## src/rtl/seg_scan_pkg.sv

```systemverilog
package seg_scan_pkg;
  localparam int unsigned SEG_W          = 7;
  localparam int unsigned VAL_W          = 4;
  localparam int unsigned MIN_REFRESH_US = 1000;
  localparam int unsigned MAX_REFRESH_US = 16000;

  typedef logic [SEG_W-1:0] seg_t;  // active high, bit 0 = a .. bit 6 = g
endpackage

```

## src/rtl/seg_slot_timer.sv

```systemverilog
module seg_slot_timer #(
  parameter int unsigned SLOT_CYCLES = 10
) (
  input  logic clk_i,
  input  logic rst_ni,
  output logic slot_start_o,
  output logic slot_last_o
);
  localparam int unsigned CNT_W = (SLOT_CYCLES > 1) ? $clog2(SLOT_CYCLES) : 1;

  logic [CNT_W-1:0] cnt_q;

  assign slot_start_o = (cnt_q == '0);
  assign slot_last_o  = (cnt_q == CNT_W'(SLOT_CYCLES - 1));

  always_ff @(posedge clk_i or negedge rst_ni) begin
    if (!rst_ni)          cnt_q <= '0;
    else if (slot_last_o) cnt_q <= '0;
    else                  cnt_q <= cnt_q + 1'b1;
  end

  AST_CNT_RANGE: assert property (@(posedge clk_i) disable iff (!rst_ni)
    32'(cnt_q) < SLOT_CYCLES);
  AST_SLOT_WRAP: assert property (@(posedge clk_i) disable iff (!rst_ni)
    slot_last_o |=> slot_start_o);
endmodule

```

## src/rtl/seg_digit_ptr.sv

```systemverilog
module seg_digit_ptr #(
  parameter int unsigned NUM_DIGITS = 4,
  localparam int unsigned IDX_W     = $clog2(NUM_DIGITS)
) (
  input  logic             clk_i,
  input  logic             rst_ni,
  input  logic             advance_i,
  output logic [IDX_W-1:0] idx_o
);
  logic [IDX_W-1:0] idx_q;

  always_ff @(posedge clk_i or negedge rst_ni) begin
    if (!rst_ni) idx_q <= '0;
    else if (advance_i) begin
      if (idx_q == IDX_W'(NUM_DIGITS - 1)) idx_q <= '0;
      else                                 idx_q <= idx_q + 1'b1;
    end
  end

  assign idx_o = idx_q;

  AST_PTR_RANGE: assert property (@(posedge clk_i) disable iff (!rst_ni)
    32'(idx_q) < NUM_DIGITS);
  AST_PTR_STEP: assert property (@(posedge clk_i) disable iff (!rst_ni)
    advance_i |=> (idx_q == (($past(idx_q) == IDX_W'(NUM_DIGITS - 1)) ? '0 : $past(idx_q) + 1'b1)));
  AST_PTR_HOLD: assert property (@(posedge clk_i) disable iff (!rst_ni)
    !advance_i |=> $stable(idx_q));
endmodule

```

## src/rtl/seg_hex_decode.sv

```systemverilog
module seg_hex_decode
  import seg_scan_pkg::*;
(
  input  logic [VAL_W-1:0] value_i,
  output seg_t             seg_o
);
  // gfedcba, active high
  always_comb begin
    unique case (value_i)
      4'h0: seg_o = 7'h3F;
      4'h1: seg_o = 7'h06;
      4'h2: seg_o = 7'h5B;
      4'h3: seg_o = 7'h4F;
      4'h4: seg_o = 7'h66;
      4'h5: seg_o = 7'h6D;
      4'h6: seg_o = 7'h7D;
      4'h7: seg_o = 7'h07;
      4'h8: seg_o = 7'h7F;
      4'h9: seg_o = 7'h6F;
      4'hA: seg_o = 7'h77;
      4'hB: seg_o = 7'h7C;
      4'hC: seg_o = 7'h39;
      4'hD: seg_o = 7'h5E;
      4'hE: seg_o = 7'h79;
      default: seg_o = 7'h71;
    endcase
  end
endmodule

```

## src/rtl/seg_scan_ctrl.sv

```systemverilog
module seg_scan_ctrl
  import seg_scan_pkg::*;
#(
  parameter int unsigned NUM_DIGITS     = 4,
  parameter int unsigned CLK_HZ         = 50_000_000,
  parameter int unsigned REFRESH_US     = 8000,
  parameter bit          AN_ACTIVE_LOW  = 1'b1,
  parameter bit          SEG_ACTIVE_LOW = 1'b1
) (
  input  logic                        clk_i,
  input  logic                        rst_ni,
  input  logic [NUM_DIGITS*VAL_W-1:0] digits_i,
  input  logic [NUM_DIGITS-1:0]       dp_i,
  input  logic [NUM_DIGITS-1:0]       blank_i,
  output logic [NUM_DIGITS-1:0]       an_o,
  output logic [SEG_W-1:0]            seg_o,
  output logic                        dp_o
);
  localparam int unsigned IDX_W          = $clog2(NUM_DIGITS);
  localparam int unsigned REFRESH_CYCLES = (CLK_HZ / 1000) * REFRESH_US / 1000;
  localparam int unsigned SLOT_CYCLES    = REFRESH_CYCLES / NUM_DIGITS;

  if (REFRESH_US < MIN_REFRESH_US || REFRESH_US > MAX_REFRESH_US || SLOT_CYCLES < 2
      || NUM_DIGITS < 2) begin : g_bad_cfg
    $error("seg_scan_ctrl: refresh period must be 1..16 ms with at least 2 cycles per slot");
  end

  logic             slot_start, slot_last;
  logic [IDX_W-1:0] idx;
  logic [VAL_W-1:0] cur_val;
  seg_t             cur_seg;
  logic [NUM_DIGITS-1:0] an_next;

  logic [NUM_DIGITS-1:0] an_q;
  seg_t                  seg_q;
  logic                  dp_q;

  seg_slot_timer #(.SLOT_CYCLES(SLOT_CYCLES)) i_timer (
    .clk_i        (clk_i),
    .rst_ni       (rst_ni),
    .slot_start_o (slot_start),
    .slot_last_o  (slot_last)
  );

  seg_digit_ptr #(.NUM_DIGITS(NUM_DIGITS)) i_ptr (
    .clk_i     (clk_i),
    .rst_ni    (rst_ni),
    .advance_i (slot_last),
    .idx_o     (idx)
  );

  assign cur_val = digits_i[{idx, 2'b00} +: VAL_W];

  seg_hex_decode i_dec (
    .value_i (cur_val),
    .seg_o   (cur_seg)
  );

  always_comb begin
    for (int i = 0; i < NUM_DIGITS; i++) an_next[i] = (IDX_W'(i) == idx);
  end

  // slot start: sample and light; slot end: all dark for the gap cycle
  always_ff @(posedge clk_i or negedge rst_ni) begin
    if (!rst_ni) begin
      an_q  <= '0;
      seg_q <= '0;
      dp_q  <= 1'b0;
    end else if (slot_start) begin
      an_q  <= an_next;
      seg_q <= blank_i[idx] ? '0 : cur_seg;
      dp_q  <= dp_i[idx] & ~blank_i[idx];
    end else if (slot_last) begin
      an_q  <= '0;
      seg_q <= '0;
      dp_q  <= 1'b0;
    end
  end

  if (AN_ACTIVE_LOW) begin : g_an_low
    assign an_o = ~an_q;
  end else begin : g_an_high
    assign an_o = an_q;
  end

  if (SEG_ACTIVE_LOW) begin : g_seg_low
    assign seg_o = ~seg_q;
    assign dp_o  = ~dp_q;
  end else begin : g_seg_high
    assign seg_o = seg_q;
    assign dp_o  = dp_q;
  end

  AST_ONE_DIGIT: assert property (@(posedge clk_i) disable iff (!rst_ni)
    $onehot0(an_q));
  AST_GAP_ON_SWITCH: assert property (@(posedge clk_i) disable iff (!rst_ni)
    (an_q != '0) |=> (an_q == '0) || $stable(an_q));
  AST_PATTERN_HELD: assert property (@(posedge clk_i) disable iff (!rst_ni)
    ((an_q != '0) && $stable(an_q)) |-> ($stable(seg_q) && $stable(dp_q)));
  AST_LIT_AFTER_START: assert property (@(posedge clk_i) disable iff (!rst_ni)
    slot_start |=> (an_q != '0));
  AST_DARK_AFTER_LAST: assert property (@(posedge clk_i) disable iff (!rst_ni)
    slot_last |=> (an_q == '0) && (seg_q == '0) && !dp_q);
endmodule

```

## config.mk

```make
export PLATFORM = sky130hd
export DESIGN_NAME = seg_scan_ctrl
export DESIGN_NICKNAME = d
export VERILOG_FILES = /design/src/rtl/seg_scan_pkg.sv /design/src/rtl/seg_slot_timer.sv /design/src/rtl/seg_digit_ptr.sv /design/src/rtl/seg_hex_decode.sv /design/src/rtl/seg_scan_ctrl.sv
export SDC_FILE = /design/constraint.sdc
export NUM_CORES = 1
export LEC_CHECK = 0
export BUFFER_PORTS_ARGS = -buffer_cell sky130_fd_sc_hd__buf_2
export CORE_AREA = 2 2 64 66
export CTS_BUF_LIST = sky130_fd_sc_hd__clkbuf_4 sky130_fd_sc_hd__clkbuf_8
export CTS_CLUSTER_DIAMETER = 80
export DETAILED_ROUTE_END_ITERATION = 6
export DIE_AREA = 0 0 66 68
export PLACE_DENSITY = 0.74
export RECOVER_POWER = 25
export SYNTH_ARGS = -nofsm -noshare
export SYNTH_HDL_FRONTEND = slang
export SYNTH_SLANG_ARGS = --single-unit
```

## constraint.sdc

```tcl
create_clock -name clk_i -period 2.1 [get_ports clk_i]
set_clock_uncertainty 0.15 [all_clocks]
set_input_delay 0.21 -clock clk_i [delete_from_list [all_inputs] [get_ports clk_i]]
set_output_delay 0.21 -clock clk_i [all_outputs]
set_load 0.02 [all_outputs]
```

==> impl_summary.txt, run 1 <==
----------------------------------------------------
[Status]
  Outcome ... completed

[Min path]
  Class of the worst hold path ... primary input to flip-flop

[Timing]
  Worst Setup Slack, final ... 0.0384 ns
  RSZ-0062 raised after global routing ... true
  Max-slew violations ... 0
  Minimum period implied by the final worst setup slack ... 2.06 ns
  Max_slew headroom ... 49.5%
  Achievable frequency ... 485 MHz
  Transition time at the pin with the least slew margin ... 0.758 ns
  Hold Fails Final Rpt ... 0
  Final hold slack ... roughly 0.22 ns
  Post-route fraction of the period consumed by the critical path ... between 90% and 100%
  Number of failing setup endpoints in the final timing report ... 0

[GRT]
  Via count of the first global-routing pass ... 1480
  Wire length of the first global-routing pass ... between 6000 and 7000 µm
  Antenna violations before repair ... 0
  Global-route total usage across every layer ... 20.8%
  Largest net degree at the start of global routing ... 32
  Congestion Overflow GR ... 0

[Worst setup path]
  Critical path start-end classification ... flip-flop to flip-flop
  Delay contributed by the slowest stage of the critical path ... approximately 0.6 ns
  Number of buffers and inverters on the critical path ... 1
  Worst-case reg-to-reg path depth ... 6
  End of the critical path ... seg_q[4]
  Req. time, crit path ... 2.12 ns
  Critical register-to-register path startpoint ... i_ptr.idx_o[0]
  Critical path launch point ... i_ptr.idx_o[0]
  Startpoint Class ... flip-flop
  Instance count on the critical path ... 6
  Register-to-register setup slack ... 0.04 ns
  Critical path peak fanout ... 5
  Cell class contributing the biggest share of worst-path delay ... multiplexers
  Arr. time, crit path ... 2.08 ns
  Cell Chain, Critical Path ... mux4_2 > ha_2 > inv_1 > mux2i_1 > or2_1 > a32o_1
  Reg-to-Reg End ... seg_q[4]
  Slowest-stage cell, CP ... mux4_2
  Critical Path Sink Type ... flip-flop

[Flow run]
  Max_cap viols ... 0

[Floorplanning]
  Die width ... around 66 µm
  Die footprint ... 4490 µm²
  Row Count ... 23
  Die outline height ... a little under 70 µm
  Standard cell core area ... just under 4000 µm²
  Starting utilization of the core area ... 48.0%
  Ports placed on the boundary ... 38

[Synthesis]
  Largest area contributor in the synthesized netlist ... dfrtp_1
  Ranking of synthesized cells by area ... dfrtp_1 (42%), ha_1 (8.1%), mux4_2 (7.3%)
  Synth cell types ... 43
  Share of the synthesized area in the top cell type ... 41.9%
  Post-Syn Area per Cell ... 10.3 µm²
  Post-synthesis async set-or-reset flop share ... 100%
  Synth Net Count ... roughly 220
  Dominant register cell in the synthesized netlist ... dfrtp_1
  Number of synthesized register bits ... 31
  Gate count after technology mapping ... 179
  Part of the Yosys area used for sequential elements ... 41.9%
  EDFF count, synth ... 0
  Netlist area before placement ... around 1800 µm²
  Warnings from Yosys ... 0

[Drt]
  Via count ... about 1500
  Aggregate routed wire length ... ~4200 µm
  Initial drt markers ... 89
  Average routed wire per standard cell ... 14.6 µm
  Post-route antenna net violation count ... 0
  Per-cell via count in the routed design ... 5.36
  Number of detailed-routing iterations run before antenna repair ... 4
  DRC viols ... 0

[Place]
  Buffers added on ports ... 37
  Dpl cells ... 270
  Gpl congestion ... 0.809
  Post-place setup slack ... -0.0456 ns
  DP Wirelength ... 2890 µm

[Clocking]
  Clock net sink count ... 31
  Longest Clk Path Bufs ... 2
  Clock slew at the register clock pins of the worst setup and hold paths ... 0.06 ns
  Clock buffer count from CTS ... 5
  Clock latency on the worst-skew pair ... between 0.2 and 0.3 ns
  Clock tree from TritonCTS ... done
  Number of H-tree levels ... 2
  CTS Root Buffer Type ... clkbuf_8

[Final layout]
  Fraction of final layout cells sized beyond drive strength 1 ... a little under a third
  Total number of nets in the final design ... 274
  Number of diodes added for antenna fixing ... 0
  Synth-to-layout area growth ... 26.5%
  Final Non-Filler Cells ... 285

[Pwr]
  Leakage ... about 1.0 nW
  Power per cell area ... 511 nW/µm²
  Peak VDD IR ... 0.000372 V

----------------------------------------------------
[layout make-up]
class / instances / area (µm²)
fillers: 337 / 1520
multi-input cells: 121 / 1020
flip-flops and latches: 31 / 777
repair buffers: 55 / 319
inverters: 22 / 86.3
clock buffers: 6 / 76.3
well taps: 50 / 62.6
[worst min-delay path, cell delays in order]
cell    delay, ns
buf_2        0.08
mux4_2       0.22
a22o_1       0.11
[cells in the final DEF (no fill, tap or decap), types with 4 or more instances in the layout]
cell type and n:
clkbuf_1 6, o2bb2ai_1 4, nand2_1 10, buf_2 30, dfrtp_1 30, nand3_1 7, xnor2_1 9, inv_1 19
or4_1 4, a32o_1 5, clkbuf_8 5, buf_4 16, mux4_2 7, xor2_1 4, ha_1 8, o21ai_0 5
nor2_1 14
[what timing repair did]
item / CTS / global route
gates cloned: 1 / 0
pin swaps: 0 / 2
endpoints found under the setup margin: 3 / 7
setup buffers: 6 / 1
endpoints found under the hold margin: 31 / 0
resized for setup: 1 / 10
hold buffers: 1 / 0
[where the power goes]
group          leakage, nW  switching (mW)  total (mW)  internal, mW
sequential           0.400         0.00708       0.616         0.609
clock               0.0406           0.202       0.435         0.233
combinational        0.607          0.0749       0.144        0.0694
total                 1.05           0.284        1.20         0.911
[state kept, by name, indices dropped and copies added (netlist names)]
signal         cells
i_ptr.idx_o        2
seg_q              7
i_timer.cnt_q     17
an_q               4
dp_q               1
[routing by layer]
| layer | vias to the layer above | track usage, % | routed length (µm) |
|---|---|---|---|
| li1 | 747 | - | - |
| met3 | 10 | 6.09 | 169 |
| met4 | 0 | 8.16 | 84 |
| met5 | - | 0 | 0 |
| met1 | 740 | 27.4 | 1840 |
| met2 | 32 | 32.7 | 2080 |
[through the flow]
stage	TNS [ns]	power (mW)	util [%]	cell area, µm²
after floorplan	-0.0229	0.696	-	1860
after global placement	0	0.749	55.7	2150
after detailed placement	-0.0636	0.752	55.7	2150
after CTS	-0.0157	1.20	59.8	2300
after global routing	-0.0240	1.25	60.7	2340
final	0	1.20	60.7	2340
[synthesized netlist by cell type (2+ instances only)]
| library cell | number |
|---|---|
| or4_1 | 4 |
| nand3_1 | 7 |
| xor2_1 | 4 |
| xnor2_1 | 9 |
| nand3b_1 | 2 |
| a32o_1 | 5 |
| o2bb2ai_1 | 4 |
| nand2_1 | 10 |
| nor4_1 | 2 |
| a21oi_1 | 2 |
| nand4_1 | 3 |
| dfrtp_1 | 31 |
| a21o_1 | 3 |
| nor3_1 | 3 |
| mux2i_1 | 2 |
| a22o_1 | 3 |
| o21ai_0 | 6 |
| buf_2 | 3 |
| ha_1 | 12 |
| clkbuf_1 | 2 |
| mux4_2 | 6 |
| inv_1 | 21 |
| nor2_1 | 14 |
| mux2_1 | 2 |
[kinds of logic (layout without fill, tap and decap cells)]
kind of cell / count (synthesis) / count (layout) / synth area share [%]
muxes: 11 / 12 / 10.2
xor gates and xnor gates: 13 / 13 / 6.16
adders and majority gates: 12 / 12 / 8.12
buffers and inverters: 28 / 83 / 6.02
AOI/OAI and AO/OA: 28 / 28 / 11.3
DFF: 31 / 31 / 41.9
and+or+nand+nor: 56 / 56 / 16.2
[how the worst min path moves through the flow]
stage | cells after the start | to | startpoint
after CTS | 3 | dp_q | dp_i[2]
after floorplan | 0 | an_q[0] | rst_ni
final | 3 | dp_q | dp_i[2]
after global placement | 1 | i_timer.cnt_q[3] | rst_ni
after global routing | 3 | dp_q | dp_i[3]
after detailed placement | 1 | i_timer.cnt_q[2] | rst_ni
Power figures use the tool's default switching activity.
==> run 2, diff against run 1 <==
- ABC_AREA: default -> 1
- CORE_AREA: 2 2 64 66 -> 2 2 68 70
- DIE_AREA: 0 0 66 68 -> 0 0 70 72
- PLACE_DENSITY: 0.74 -> 0.75
==> run 2 against run 1 <==
  * Sequential power barely moved
  * Die area grew 12%
  * Critical path depth increased by 4
  * Power rose by 5.3%
==> impl_summary.txt, run 2 <==
----------------------------------------------------
[Drt]
  Via count ... 2086 (+36%)
  DRC viols ... 0 (unchanged)
  Initial drt markers ... 132 (+48%)
  Aggregate routed wire length ... 4970 µm (+19%)
  Per-cell via count in the routed design ... 4.99 (-7.0%)
  Number of detailed-routing iterations run before antenna repair ... 4 (unchanged)
  Average routed wire per standard cell ... 11.9 µm (-19%)
  Post-route antenna net violation count ... 0 (unchanged)

[Worst setup path]
  Startpoint Class ... flip-flop
  Number of buffers and inverters on the critical path ... 2 (+1)
  Worst-case reg-to-reg path depth ... 10 (+4)
  Critical path start-end classification ... flip-flop to flip-flop
  Critical path peak fanout ... 15 (+10)
  Cell class contributing the biggest share of worst-path delay ... simple AND/OR/NAND/NOR gates
  Reg-to-Reg End ... seg_q[5]
  Top cell by count, worst path ... nand2_1
  Critical Path Sink Type ... flip-flop
  Arr. time, crit path ... 1.91 ns (-0.17 ns)
  Cell Chain, Critical Path ... buf_4 > nand2_1 > nand3_1 > nand2_1 > inv_1 > ha_1 > nand3_1 > a21o_1 > nand2_1 > nand2_1
  Req. time, crit path ... 2.12 ns (about the same)
  Delay contributed by the slowest stage of the critical path ... 0.38 ns (-0.22 ns)
  Critical register-to-register path startpoint ... i_ptr.idx_o[0]
  Register-to-register setup slack ... 0.20 ns (+0.17 ns)
  Slowest-stage cell, CP ... dfrtp_1
  Critical path launch point ... i_ptr.idx_o[0]
  End of the critical path ... seg_q[5]
  Instance count on the critical path ... 10 (+4)

[Pwr]
  Leakage ... 1.38 nW (+32%)
  Peak VDD IR ... 0.000371 V (about the same)
  Power per cell area ... 499 nW/µm² (-2.3%)

[GRT]
  Via count of the first global-routing pass ... 2007 (+36%)
  Congestion Overflow GR ... 0 (unchanged)
  Largest net degree at the start of global routing ... 32 (unchanged)
  Global-route total usage across every layer ... 21.6% (+0.74 points)
  Antenna violations before repair ... 0 (unchanged)
  Wire length of the first global-routing pass ... 8800 µm (+28%)

[Clocking]
  Clock net sink count ... 31 (unchanged)
  Number of H-tree levels ... 2 (unchanged)
  Longest Clk Path Bufs ... 2 (unchanged)
  Clock tree from TritonCTS ... done
  Clock buffer count from CTS ... 5 (unchanged)
  Clock latency on the worst-skew pair ... 0.28 ns (about the same)
  Clock slew at the register clock pins of the worst setup and hold paths ... 0.06 ns (about the same)
  CTS Root Buffer Type ... clkbuf_8
  Number of buffers inserted by post-CTS setup repair ... 0 (-6)

[Final layout]
  Reg with most FFs ... i_timer.cnt_q
  Fraction of final layout cells sized beyond drive strength 1 ... 15.0% (-17 points)
  Most frequent cells in the layout ... nand2_1 (91), inv_1 (47), nand3_1 (45), nor2_1 (41), dfrtp_1 (31)
  Number of diodes added for antenna fixing ... 0 (unchanged)
  Utilization after layout ... 59.2% (-1.5 points)
  Largest registers ... i_timer.cnt_q x17, seg_q x7, an_q x4
  Largest register FFs ... 17 (unchanged)
  Filler cells ... 420 (+25%)
  Most common cell after layout, fill and taps aside ... nand2_1
  Total number of nets in the final design ... 403 (+47%)
  Synth-to-layout area growth ... 15.5%

[Floorplanning]
  Row Count ... 24 (+4.3%)
  Standard cell core area ... 4260 µm² (+11%)
  Die outline height ... 72 µm (+5.9%)
  Starting utilization of the core area ... 51.2% (+3.3 points)
  Ports placed on the boundary ... 38 (unchanged)
  Die width ... 70 µm (+6.1%)
  Die footprint ... 5040 µm² (+12%)

[Synthesis]
  Number of synthesized register bits ... 31 (unchanged)
  Synth Net Count ... 360 (+66%)
  Share of the synthesized area in the top cell type ... 35.5% (-6.4 points)
  Part of the Yosys area used for sequential elements ... 35.5% (-6.4 points)
  Dominant register cell in the synthesized netlist ... dfrtp_1
  Largest area contributor in the synthesized netlist ... dfrtp_1
  Netlist area before placement ... 2180 µm² (+18%)
  Post-Syn Area per Cell ... 6.78 µm² (-34%)
  Gate count after technology mapping ... 322 (+80%)
  Post-synthesis async set-or-reset flop share ... 100% (unchanged)
  Synth cell types ... 24 (-44%)
  EDFF count, synth ... 0 (unchanged)
  Cell with the most instances after synthesis ... nand2_1
  Ranking of synthesized cells by area ... dfrtp_1 (36%), nand2_1 (16%), nand3_1 (10%)
  Warnings from Yosys ... 0 (unchanged)
  Synth top cells by count ... nand2_1 (91), inv_1 (47), nand3_1 (45)

[Timing]
  Final-layout setup total negative slack ... 0 ns (unchanged)
  RSZ-0062 raised after global routing ... false
  Max_slew headroom ... 48.5% (-0.96 points)
  Achievable frequency ... 527 MHz (+8.7%)
  Transition time at the pin with the least slew margin ... 0.773 ns (+0.0144 ns)
  Number of failing setup endpoints in the final timing report ... 0 (unchanged)
  Post-route fraction of the period consumed by the critical path ... 90.3% (-7.9 points)
  Hold Fails Final Rpt ... 0 (unchanged)
  Final hold slack ... 0.172 ns (-0.0457 ns)
  Max-slew violations ... 0 (unchanged)
  Minimum period implied by the final worst setup slack ... 1.90 ns (-0.166 ns)

[Min path]
  Min-delay src ... dp_i[0]
  Class of the worst hold path ... primary input to flip-flop

[Flow run]
  Max_cap viols ... 0 (unchanged)

[Status]
  Outcome ... completed

[Place]
  Gpl congestion ... 0.953 (+18%)
  DP Wirelength ... 3800 µm (+31%)
  Buffers added on ports ... 37 (unchanged)

----------------------------------------------------
## run 2: cell types whose count changed in the layout (fill, tap and decap cells not counted), sizes merged, moves of 5 or more
cell / before / now
nand4: 3 / 8
mux4: 7 / 0
a32o: 5 / 0
xnor2: 9 / 0
nand2: 10 / 93
nand3: 8 / 48
nor2: 14 / 44
inv: 21 / 52
nor3: 4 / 13
buf: 47 / 30
## run 2: worst min-delay path: stages
cell,delay [ns]
buf_2,0.08
nor2_1,0.03
o22ai_1,0.12
nand2_1,0.07
nand2_1,0.06
## run 2: stage by stage
step           area [µm²]  cells  total power, mW  worst slack, ns
2_1_floorplan        2180    322            0.694            0.314
3_3_place_gp         2420    409            0.749            0.281
3_5_place_dp         2420    409            0.750            0.232
4_1_cts              2530    418             1.28            0.191
5_1_grt              2520    418             1.32          0.00949
6_report             2520    418             1.26            0.204
## run 2: final cells by class
class	instances	area (µm²)	share of cell area, %
multi-input cells	234	1180	46.6
repair buffers	40	200	7.94
flip-flops and latches	31	776	30.8
clock buffers	8	104	4.12
inverters	53	201	7.99
well taps	52	65.1	2.58
## run 2: cells by family after synthesis
group	share of synthesized area, %
DFF	35.5
xor gates and xnor gates	2.41
buffers and inverters	10.7
and+or+nand+nor	42.3
AOI/OAI and AO/OA	2.23
adders and majority gates	6.87
## run 2: worst min path at each step
stage	end	slack (ns)	cells after the start
after floorplan	an_q[0]	-0.24	0
after global placement	i_timer.cnt_q[13]	0.14	1
after detailed placement	i_timer.cnt_q[12]	0.14	1
after CTS	dp_q	0.18	5
after global routing	dp_q	0.20	5
final	dp_q	0.17	5
## run 2: what timing repair did
item / 4_1_cts / 5_1_grt
resized for setup: 0 / 1
hold buffers: 1 / 0
setup endpoints to repair: 0 / 1
hold endpoints to repair: 31 / 0
## run 2: metal layers
| layer | GRT usage (%) | up-vias | routed length [µm] |
|---|---|---|---|
| met1 | 28.9 | 901 | 2390 |
| met4 | 5.56 | 0 | 74 |
| met2 | 36.4 | 80 | 2220 |
| met3 | 4.03 | 8 | 284 |
| met5 | 0 | - | 0 |
| li1 | - | 1097 | - |
## run 2: where the power goes
group	internal, mW	switching (mW)
combinational	0.0470	0.0762
sequential	0.609	0.00613
clock	0.312	0.209
total	0.967	0.292
